--- src/rtl/aux_cls_pkg.sv ---
// Shared codes and field positions for the AUX reply classifier.
package aux_cls_pkg;

    // Status bit positions (behaviour depends on them)
    localparam int B_DONE   = 0;
    localparam int B_PHY    = 1;
    localparam int B_NDEF   = 2;
    localparam int B_ADDR   = 3;
    localparam int B_TOUT   = 4;
    localparam int B_I2CNAK = 5;
    localparam int B_I2CDEF = 6;
    localparam int N_KNOWN  = 7;

    typedef enum logic [2:0] {
        OC_NONE  = 3'd0,
        OC_ADDR  = 3'd1,
        OC_TOUT  = 3'd2,
        OC_NACK  = 3'd3,
        OC_DEFER = 3'd4,
        OC_NDEF  = 3'd5,
        OC_PHY   = 3'd6
    } outcome_e;

    typedef enum logic [1:0] {
        RK_ACK   = 2'd0,
        RK_NACK  = 2'd1,
        RK_DEFER = 2'd2,
        RK_TOUT  = 2'd3
    } reply_kind_e;

    typedef struct packed {
        logic        i2c;
        reply_kind_e kind;
    } reply_t;

endpackage

--- src/rtl/aux_stat_decode.sv ---
// Priority decoder: turns a raw status word into one outcome.
// Assumes STAT_W >= 7. Purely combinational.
// hit is 0 when no bit considered for the transaction type is set.
// multi counts every set bit except done, unrecognised bits included.
module aux_stat_decode
    import aux_cls_pkg::*;
#(
    parameter int STAT_W = 8
) (
    input  logic [STAT_W-1:0] stat,
    input  logic              i2c_mode,
    output logic              hit,
    output outcome_e          outcome,
    output logic              multi
);
    localparam int CNT_W = $clog2(STAT_W + 1);

    logic [CNT_W-1:0] err_cnt;

    // Count the error bits (everything but done)
    always_comb begin
        err_cnt = '0;
        for (int i = 0; i < STAT_W; i++) begin
            if (i != B_DONE && stat[i]) err_cnt = err_cnt + 1'b1;
        end
    end

    assign multi = (err_cnt > CNT_W'(1));

    // Fixed-priority resolution; I2C-only bits gated by the mode
    always_comb begin
        hit     = 1'b1;
        outcome = OC_NONE;
        if (stat[B_PHY])                       outcome = OC_PHY;
        else if (stat[B_NDEF])                 outcome = OC_NDEF;
        else if (stat[B_ADDR])                 outcome = OC_ADDR;
        else if (stat[B_TOUT])                 outcome = OC_TOUT;
        else if (i2c_mode && stat[B_I2CNAK])   outcome = OC_NACK;
        else if (i2c_mode && stat[B_I2CDEF])   outcome = stat[B_DONE] ? OC_NACK : OC_DEFER;
        else if (stat[B_DONE])                 outcome = OC_NONE;
        else                                   hit     = 1'b0;
    end
endmodule

--- src/rtl/aux_reply_map.sv ---
// Maps an outcome to the reply kind and tags it with the transaction type.
// Timeout carries no reply; it is encoded as its own kind.
module aux_reply_map
    import aux_cls_pkg::*;
(
    input  outcome_e outcome,
    input  logic     i2c_mode,
    output reply_t   reply
);
    // Outcome to reply-kind table
    always_comb begin
        reply.i2c = i2c_mode;
        unique case (outcome)
            OC_NONE:  reply.kind = RK_ACK;
            OC_DEFER: reply.kind = RK_DEFER;
            OC_TOUT:  reply.kind = RK_TOUT;
            default:  reply.kind = RK_NACK;
        endcase
    end
endmodule

--- src/rtl/aux_result_reg.sv ---
// Result register: captures an accepted event and holds it until the next.
// Pulses (strobe, clear, unexpected) last one cycle.
// Synchronous active-low reset.
module aux_result_reg
    import aux_cls_pkg::*;
(
    input  logic     clk,
    input  logic     rst_n,
    input  logic     accept,
    input  logic     hit,
    input  outcome_e outcome,
    input  reply_t   reply,
    input  logic     multi,
    output logic     stb_q,
    output outcome_e outcome_q,
    output reply_t   reply_q,
    output logic     multi_q,
    output logic     clr_q,
    output logic     unexp_q
);
    logic take;
    assign take = accept && hit;

    // One-cycle event pulses
    always_ff @(posedge clk) begin
        if (!rst_n) begin
            stb_q   <= 1'b0;
            clr_q   <= 1'b0;
            unexp_q <= 1'b0;
        end else begin
            stb_q   <= take;
            clr_q   <= take && (outcome == OC_PHY);
            unexp_q <= accept && !hit;
        end
    end

    // Held result fields, loaded only on a taken event
    always_ff @(posedge clk) begin
        if (!rst_n) begin
            outcome_q <= OC_NONE;
            reply_q   <= '0;
            multi_q   <= 1'b0;
        end else if (take) begin
            outcome_q <= outcome;
            reply_q   <= reply;
            multi_q   <= multi;
        end
    end
endmodule

--- src/rtl/aux_reply_classifier.sv ---
// Top: classifies an AUX engine status word into outcome and reply.
// A word is an event in any cycle where it is non-zero and busy is high.
// Results appear one cycle after the event.
module aux_reply_classifier
    import aux_cls_pkg::*;
#(
    parameter int STAT_W = 8
) (
    input  logic              clk,
    input  logic              rst_n,
    input  logic [STAT_W-1:0] stat_i,
    input  logic              i2c_mode_i,
    input  logic              busy_i,
    output logic              done_stb_o,
    output logic [2:0]        outcome_o,
    output logic [2:0]        reply_o,
    output logic              multi_err_o,
    output logic              hw_clr_o,
    output logic              unexpected_o
);
    logic     accept;
    logic     hit;
    logic     multi;
    outcome_e oc;
    outcome_e oc_q;
    reply_t   rp;
    reply_t   rp_q;

    // Event qualification
    assign accept = busy_i && (|stat_i);

    aux_stat_decode #(.STAT_W(STAT_W)) u_dec (
        .stat     (stat_i),
        .i2c_mode (i2c_mode_i),
        .hit      (hit),
        .outcome  (oc),
        .multi    (multi)
    );

    aux_reply_map u_map (
        .outcome  (oc),
        .i2c_mode (i2c_mode_i),
        .reply    (rp)
    );

    aux_result_reg u_reg (
        .clk       (clk),
        .rst_n     (rst_n),
        .accept    (accept),
        .hit       (hit),
        .outcome   (oc),
        .reply     (rp),
        .multi     (multi),
        .stb_q     (done_stb_o),
        .outcome_q (oc_q),
        .reply_q   (rp_q),
        .multi_q   (multi_err_o),
        .clr_q     (hw_clr_o),
        .unexp_q   (unexpected_o)
    );

    assign outcome_o = oc_q;
    assign reply_o   = rp_q;
endmodule

--- config.mk ---
export PLATFORM = sky130hd
export DESIGN_NAME = aux_reply_classifier
export DESIGN_NICKNAME = d
export VERILOG_FILES = /design/src/rtl/aux_cls_pkg.sv /design/src/rtl/aux_stat_decode.sv /design/src/rtl/aux_reply_map.sv /design/src/rtl/aux_result_reg.sv /design/src/rtl/aux_reply_classifier.sv
export SDC_FILE = /design/constraint.sdc
export NUM_CORES = 1
export LEC_CHECK = 0
export BUFFER_PORTS_ARGS = -buffer_cell sky130_fd_sc_hd__buf_2
export CORE_MARGIN = 5
export CORE_UTILIZATION = 56
export CTS_BUF_LIST = sky130_fd_sc_hd__clkbuf_4
export DETAILED_ROUTE_END_ITERATION = 7
export HOLD_SLACK_MARGIN = 0.03
export PLACE_DENSITY = 0.88
export SLEW_MARGIN = 20
export SYNTH_ARGS = -nofsm -noshare
export SYNTH_HDL_FRONTEND = slang
export SYNTH_HIERARCHICAL = 1
export SYNTH_SLANG_ARGS = --single-unit
export TNS_END_PERCENT = 5
--- constraint.sdc ---
create_clock -name clk -period 3.9 [get_ports clk]
set_clock_uncertainty 0.05 [all_clocks]
set_input_delay 0.195 -clock clk [delete_from_list [all_inputs] [get_ports clk]]
set_output_delay 0.195 -clock clk [all_outputs]
set_load 0.005 [all_outputs]
## Word level (Yosys, flattened, before mapping)

Cells that the tools add are included.

| word-level totals | value |
|---|---|
| register bits after elaboration | 10 |
| latch bits | 0 |
| memory bits (writable) | 0 |
| bits in read-only memories | 0 |
| output and inout port bits | 10 |
| memories | 0 |

| cells by class | value |
|---|---|
| add/sub/neg operators | 6 |
| $mul | 0 |
| div/mod/pow operators | 0 |
| magnitude comparators | 1 |
| equality and inequality tests | 3 |
| shifts and indexed selects | 0 |
| multiplexer cells | 22 |
| bitwise gates (word level) | 0 |
| reductions and logical operators | 9 |

Operators by type and width:

| kind | count |
|---|---|
| adder 4 x 1 -> 4 bit (second input constant) | 6 |
| 2-to-1 mux 4 bit | 6 |
| 2-to-1 mux 3 bit | 7 |
| 2-to-1 mux 1 bit | 8 |
| OR reduction 8 bit | 1 |
| == test 3 bit (second input constant) | 2 |
| logical AND 1 bit | 6 |
| one-hot mux 2 bit (3 select lines) | 1 |
| greater-than comparator 4 x 1 -> 1 bit (second input constant) | 1 |
| == test 3 x 2 -> 1 bit (second input constant) | 1 |
| zero test 3 bit | 1 |
| zero test 1 bit | 1 |

## Longest topological paths before layout

| logic depth | value |
|---|---|
| depth in word-level cells | 14 |
| depth in mapped cells | 19 |
| gate-level depth less buffers | 18 |

## Hierarchy

Netlist, hierarchy kept.

Modules (own cells, without submodules):

| module | instances | cells each | area an instance (µm²) | seq. area each (µm²) |
|---|---|---|---|---|
| aux_stat_decode | 1 | 90 | 636.9 | 0.0 |
| aux_result_reg | 1 | 39 | 400.4 | 200.2 |
| aux_reply_map | 1 | 4 | 26.3 | 0.0 |
| aux_reply_classifier | 1 | 3 | 20.0 | 0.0 |

## Worst setup path after synthesis

Ideal clock, no wire load.

| timing | value |
|---|---|
| path kind | input port to flip-flop |
| start | input stat_i[1] |
| end | register u_reg.multi_q |
| library setup time | 115 ps |
| arrival time | 2813 ps |
| path slack | 922 ps |
| cell stages on the path | 19 |
| buffers on the path | 1 |
| cell sequence | inv_1 -> ha_1 -> buf_6 -> xor2_1 -> ha_1 -> nor2_1 -> nand3b_1 -> o21ai_0 -> a21oi_1 -> ha_1 -> nor2b_1 -> a21oi_1 -> ha_1 -> nand2_1 -> mux2_2 -> o22ai_1 -> o21ai_1 -> nand4_1 -> o21ai_2 |

| between the ends | value |
|---|---|
| longest elaborated chain between the ends | 14 |
| elaborated cells between the ends (all ways) | 18 |

RTL lines:

| what | RTL line | source |
|---|---|---|
| start: declaration | aux_reply_classifier.sv:11 | `input logic [STAT_W-1:0] stat_i,` |
| 2-to-1 mux 1 bit (*) | aux_stat_decode.sv:24 | `if (i != B_DONE && stat[i]) err_cnt = err_cnt + 1'b1;` |
| adder 4 x 1 -> 4 bit | aux_stat_decode.sv:24 |  |
| 2-to-1 mux 4 bit (*) | aux_stat_decode.sv:24 |  |
| adder 4 x 1 -> 4 bit | aux_stat_decode.sv:24 |  |
| 2-to-1 mux 4 bit (*) | aux_stat_decode.sv:24 |  |
| adder 4 x 1 -> 4 bit | aux_stat_decode.sv:24 |  |
| 2-to-1 mux 4 bit (*) | aux_stat_decode.sv:24 |  |
| adder 4 x 1 -> 4 bit | aux_stat_decode.sv:24 |  |
| 2-to-1 mux 4 bit (*) | aux_stat_decode.sv:24 |  |
| adder 4 x 1 -> 4 bit | aux_stat_decode.sv:24 |  |
| 2-to-1 mux 4 bit (*) | aux_stat_decode.sv:24 |  |
| adder 4 x 1 -> 4 bit | aux_stat_decode.sv:24 |  |
| 2-to-1 mux 4 bit (*) | aux_stat_decode.sv:24 |  |
| greater-than comparator 4 x 1 -> 1 bit (*) | aux_stat_decode.sv:28 | `assign multi = (err_cnt > CNT_W'(1));` |
| named net multi | aux_reply_classifier.sv:23 | `logic multi;` |
| end signal: assignment | aux_result_reg.sv:46 | `multi_q <= multi;` |
| end: declaration | aux_result_reg.sv:17 | `output logic multi_q,` |

The timed path passes the listed nets; every way through them passes the cells marked *.
A chain may end at the register's enable or synchronous reset.

## Final worst setup path

Ends and elaborated chain as after synthesis.

==> flow_summary.toml <==
[finish]
nNetsFinal = 172
syn_to_final_growth_pct = 9.007
multi_input_area_um2 = 793.3
n_fill_cell = 167
post-route-util_pct = 62.11
drive_above_1_share_pct = 26.49
num_antenna_cells = 0
seqCellArea_um2 = 200.2

[floorplanning]
ioPinCount = 22
die-area_um2 = 2914
num_rows = 16
fp.coreArea_um2 = 1902
start_util_pct = 56.97
fp.dieW_um = 53.99
die_h_um = 53.99

[timing]
rsz0062_at_grt = "false"
min_period_over_period_pct = 80.07
final-setup-viol-count = 0
tns_ns = 0
slew_violations = 0
slew_headroom_pct = 54.54
max_freq_ghz = 0.3202
layout_min_cycle_time_ns = 3.123
worst_pin_slew_ns = 0.6805
hold_violations = 0

[min_path]
min-delay-path-class = "in2reg"
hp-start = "i2c_mode_i"
min_path_cells = 3
hold_end = "u_reg/reply_q[2]$_SDFFE_PN0P_"

[routing]
routed_wl_um = 2100
via_per_inst = 5.697
met1_length_um = 969
first_iter_violations = 28
dr_total_vias = 1014
antenna_left = 0
routed-wl-met2_um = 1040
remaining_drc_errors = 0
wl_met3_um = 85
wl_per_cell_um = 11.80
firstDrtPassIters = 7
dr.max_layer_used = "met4"

[setup_path]
rr_worst_depth = 2
reg2reg_to = "u_reg/multi_q$_SDFFE_PN0P_"
cp-start-kind = "input pin"
critPathRequiredTime_ns = 4.01
r2r_setup_slack_ns = 3.28
cp_max_fo = 10
timing.rr.start = "u_reg/multi_q$_SDFFE_PN0P_"
worstSetupPathType = "in2reg"
arrival_ns = 3.23
worstSetupEndpointType = "register"

[synth]
syn-num-nets = 156
synth_area_um2 = 1084
synth_edf_count = 0
ys_seq_area_share_pct = 18.48
async_reset_ff_share_pct = 0
ys_warn_count = 6
synth.avg_cell_area_um2 = 7.967
synth_seq_cells = 10
syn_inst = 136
synth-main-ff-cell = "dfxtp_1"
yosysUniqueCellTypes = 43

[global_route]
grt_overflow = 0
antenna_found_initial = 0
grt_pass1_vias = 878
grt_use_total_pct = 16.47
grt_max_degree = 20
grt_first_pass_wirelength_um = 3636

[clock_tree]
cts.hold.buffers_added = 0
cts_setup_buffers = 0
cts_resized = 0
clk_latency_ns = 0.26
clkSlewWorstSetupHoldPaths_ns = 0.07
cts_buffers = 3
htreeDepth = 1
root_buffer = "clkbuf_4"
cts_tree = "yes"
cts_sinks = 10
clock_path_buffers = 2

[pwr]
intPower_mw = 0.2265
powerDensity_nw_per_um2 = 299.4
p_total_mw = 0.3536
power_frac_clock_pct = 20.2
leakage_nw = 0.5190
p_comb_share_pct = 48.0
p_sw_mw = 0.1271
vdd_ir_drop_max_v = 0.0002503
swShare_pct = 35.94
p_seq_share_pct = 31.9

[placed_design]
gp_congestion = 0.8013
dp_hpwl_um = 1633
port_buffers = 21

[outcome]
status = "finished, final reports clean"

[run]
maxCapViolCount = 0
## worst max path at each step
stage	cells after the start	start	end	slack [ns]
6_report	19	stat_i[1]	u_reg/multi_q$_SDFFE_PN0P_	0.78
5_1_grt	18	stat_i[1]	u_reg/multi_q$_SDFFE_PN0P_	0.53
4_1_cts	19	stat_i[1]	u_reg/multi_q$_SDFFE_PN0P_	0.77
3_5_place_dp	19	stat_i[1]	u_reg/multi_q$_SDFFE_PN0P_	0.51
3_3_place_gp	19	stat_i[1]	u_reg/multi_q$_SDFFE_PN0P_	0.57
2_1_floorplan	19	stat_i[1]	u_reg/multi_q$_SDFFE_PN0P_	0.92
## layout by cell type, fill, tap and decap left out, types with 2 or more instances in the layout
| cell | count |
|---|---|
| clkbuf_4 | 3 |
| inv_1 | 6 |
| nand3_1 | 3 |
| nor4_1 | 2 |
| nand4_1 | 7 |
| ha_1 | 8 |
| o21ai_0 | 6 |
| nor2_1 | 9 |
| o21ai_2 | 7 |
| nand2_1 | 17 |
| nand2b_1 | 2 |
| dfxtp_1 | 10 |
| a211oi_1 | 2 |
| a21oi_1 | 9 |
| buf_2 | 21 |
| mux2_2 | 2 |
| nor2b_1 | 6 |
| xnor2_1 | 6 |
| nand3b_1 | 2 |
## sequential cells by signal (all words and copies together) (netlist names)
name,count
u_reg/multi_q,1
u_reg/reply_q,3
u_reg/stb_q,1
u_reg/outcome_q,3
u_reg/clr_q,1
u_reg/unexp_q,1
## metal layers
metal | GRT usage, % | up-vias
met5 | 0 | -
met4 | 2.490 | 0
met3 | 4.432 | 2
met2 | 26.81 | 22
met1 | 22.06 | 470
li1 | - | 520
## worst max-delay path, stage by stage
cell and delay, ns:
buf_2 0.14, inv_1 0.10, ha_1 0.45, xor2_1 0.24, ha_1 0.36, nor2_1 0.06, nand3b_1 0.15, o21ai_0 0.08
a21oi_1 0.09, ha_1 0.28, nor2b_1 0.04, a21oi_1 0.20, ha_1 0.20, nand2_1 0.05, mux2_2 0.26, o22ai_1 0.11
o21ai_1 0.08, nand4_1 0.08, o21ai_2 0.06
## logic make-up (layout without fill, tap and decap cells)
logic type / Yosys count / in the layout / share of synthesized area (%)
multiplexers: 3 / 3 / 3.002
AO/OA/AOI/OAI: 34 / 34 / 21.71
AND/OR/NAND/NOR: 55 / 55 / 27.60
buffers and inverters: 16 / 31 / 8.313
XOR/XNOR: 10 / 10 / 11.66
adder cells (fa/ha/maj): 8 / 8 / 9.238
flip-flops: 10 / 10 / 18.48
## Yosys cell counts, types with 3 or more instances
cell	n	share of area, %
nand2_1	17	5.9
dfxtp_1	10	18
a21oi_1	9	4.2
nor2_1	9	3.1
ha_1	8	9.2
nand4_1	7	4.0
o21ai_2	7	5.7
inv_1	6	2.1
nor2b_1	6	3.5
o21ai_0	6	2.8
xnor2_1	6	4.8
buf_2	3	1.4
buf_4	3	2.1
nand3_1	3	1.4
## metrics by stage
stage	instance area, µm²	hold WS (ns)	instances	setup WS [ns]
2_1_floorplan	1084	0.2951	136	0.9219
6_report	1181	0.1588	178	0.7771
3_5_place_dp	1155	0.4027	174	0.5122
3_3_place_gp	1155	0.3947	174	0.5725
5_1_grt	1181	0.1766	178	0.5267
4_1_cts	1181	0.1569	178	0.7726
## layout make-up
cell class | instances | area share [%]
clock buffers | 3 | 1.907
repair buffers | 21 | 8.898
clock inverters | 1 | 0.3178
flip-flops and latches | 10 | 16.95
well taps | 27 | 2.860
multi-input cells | 110 | 67.16
inverters | 6 | 1.907
## power by group through the flow
stage	Clock, mW	Combinational [mW]	Sequential [mW]
final	0.0713	0.170	0.113
after global routing	0.0780	0.192	0.113
after CTS	0.0734	0.170	0.113
after detailed placement	0	0.169	0.115
after global placement	0	0.163	0.115
after floorplan	0	0.137	0.116
Note: power is estimated with default switching activity, not from simulation.
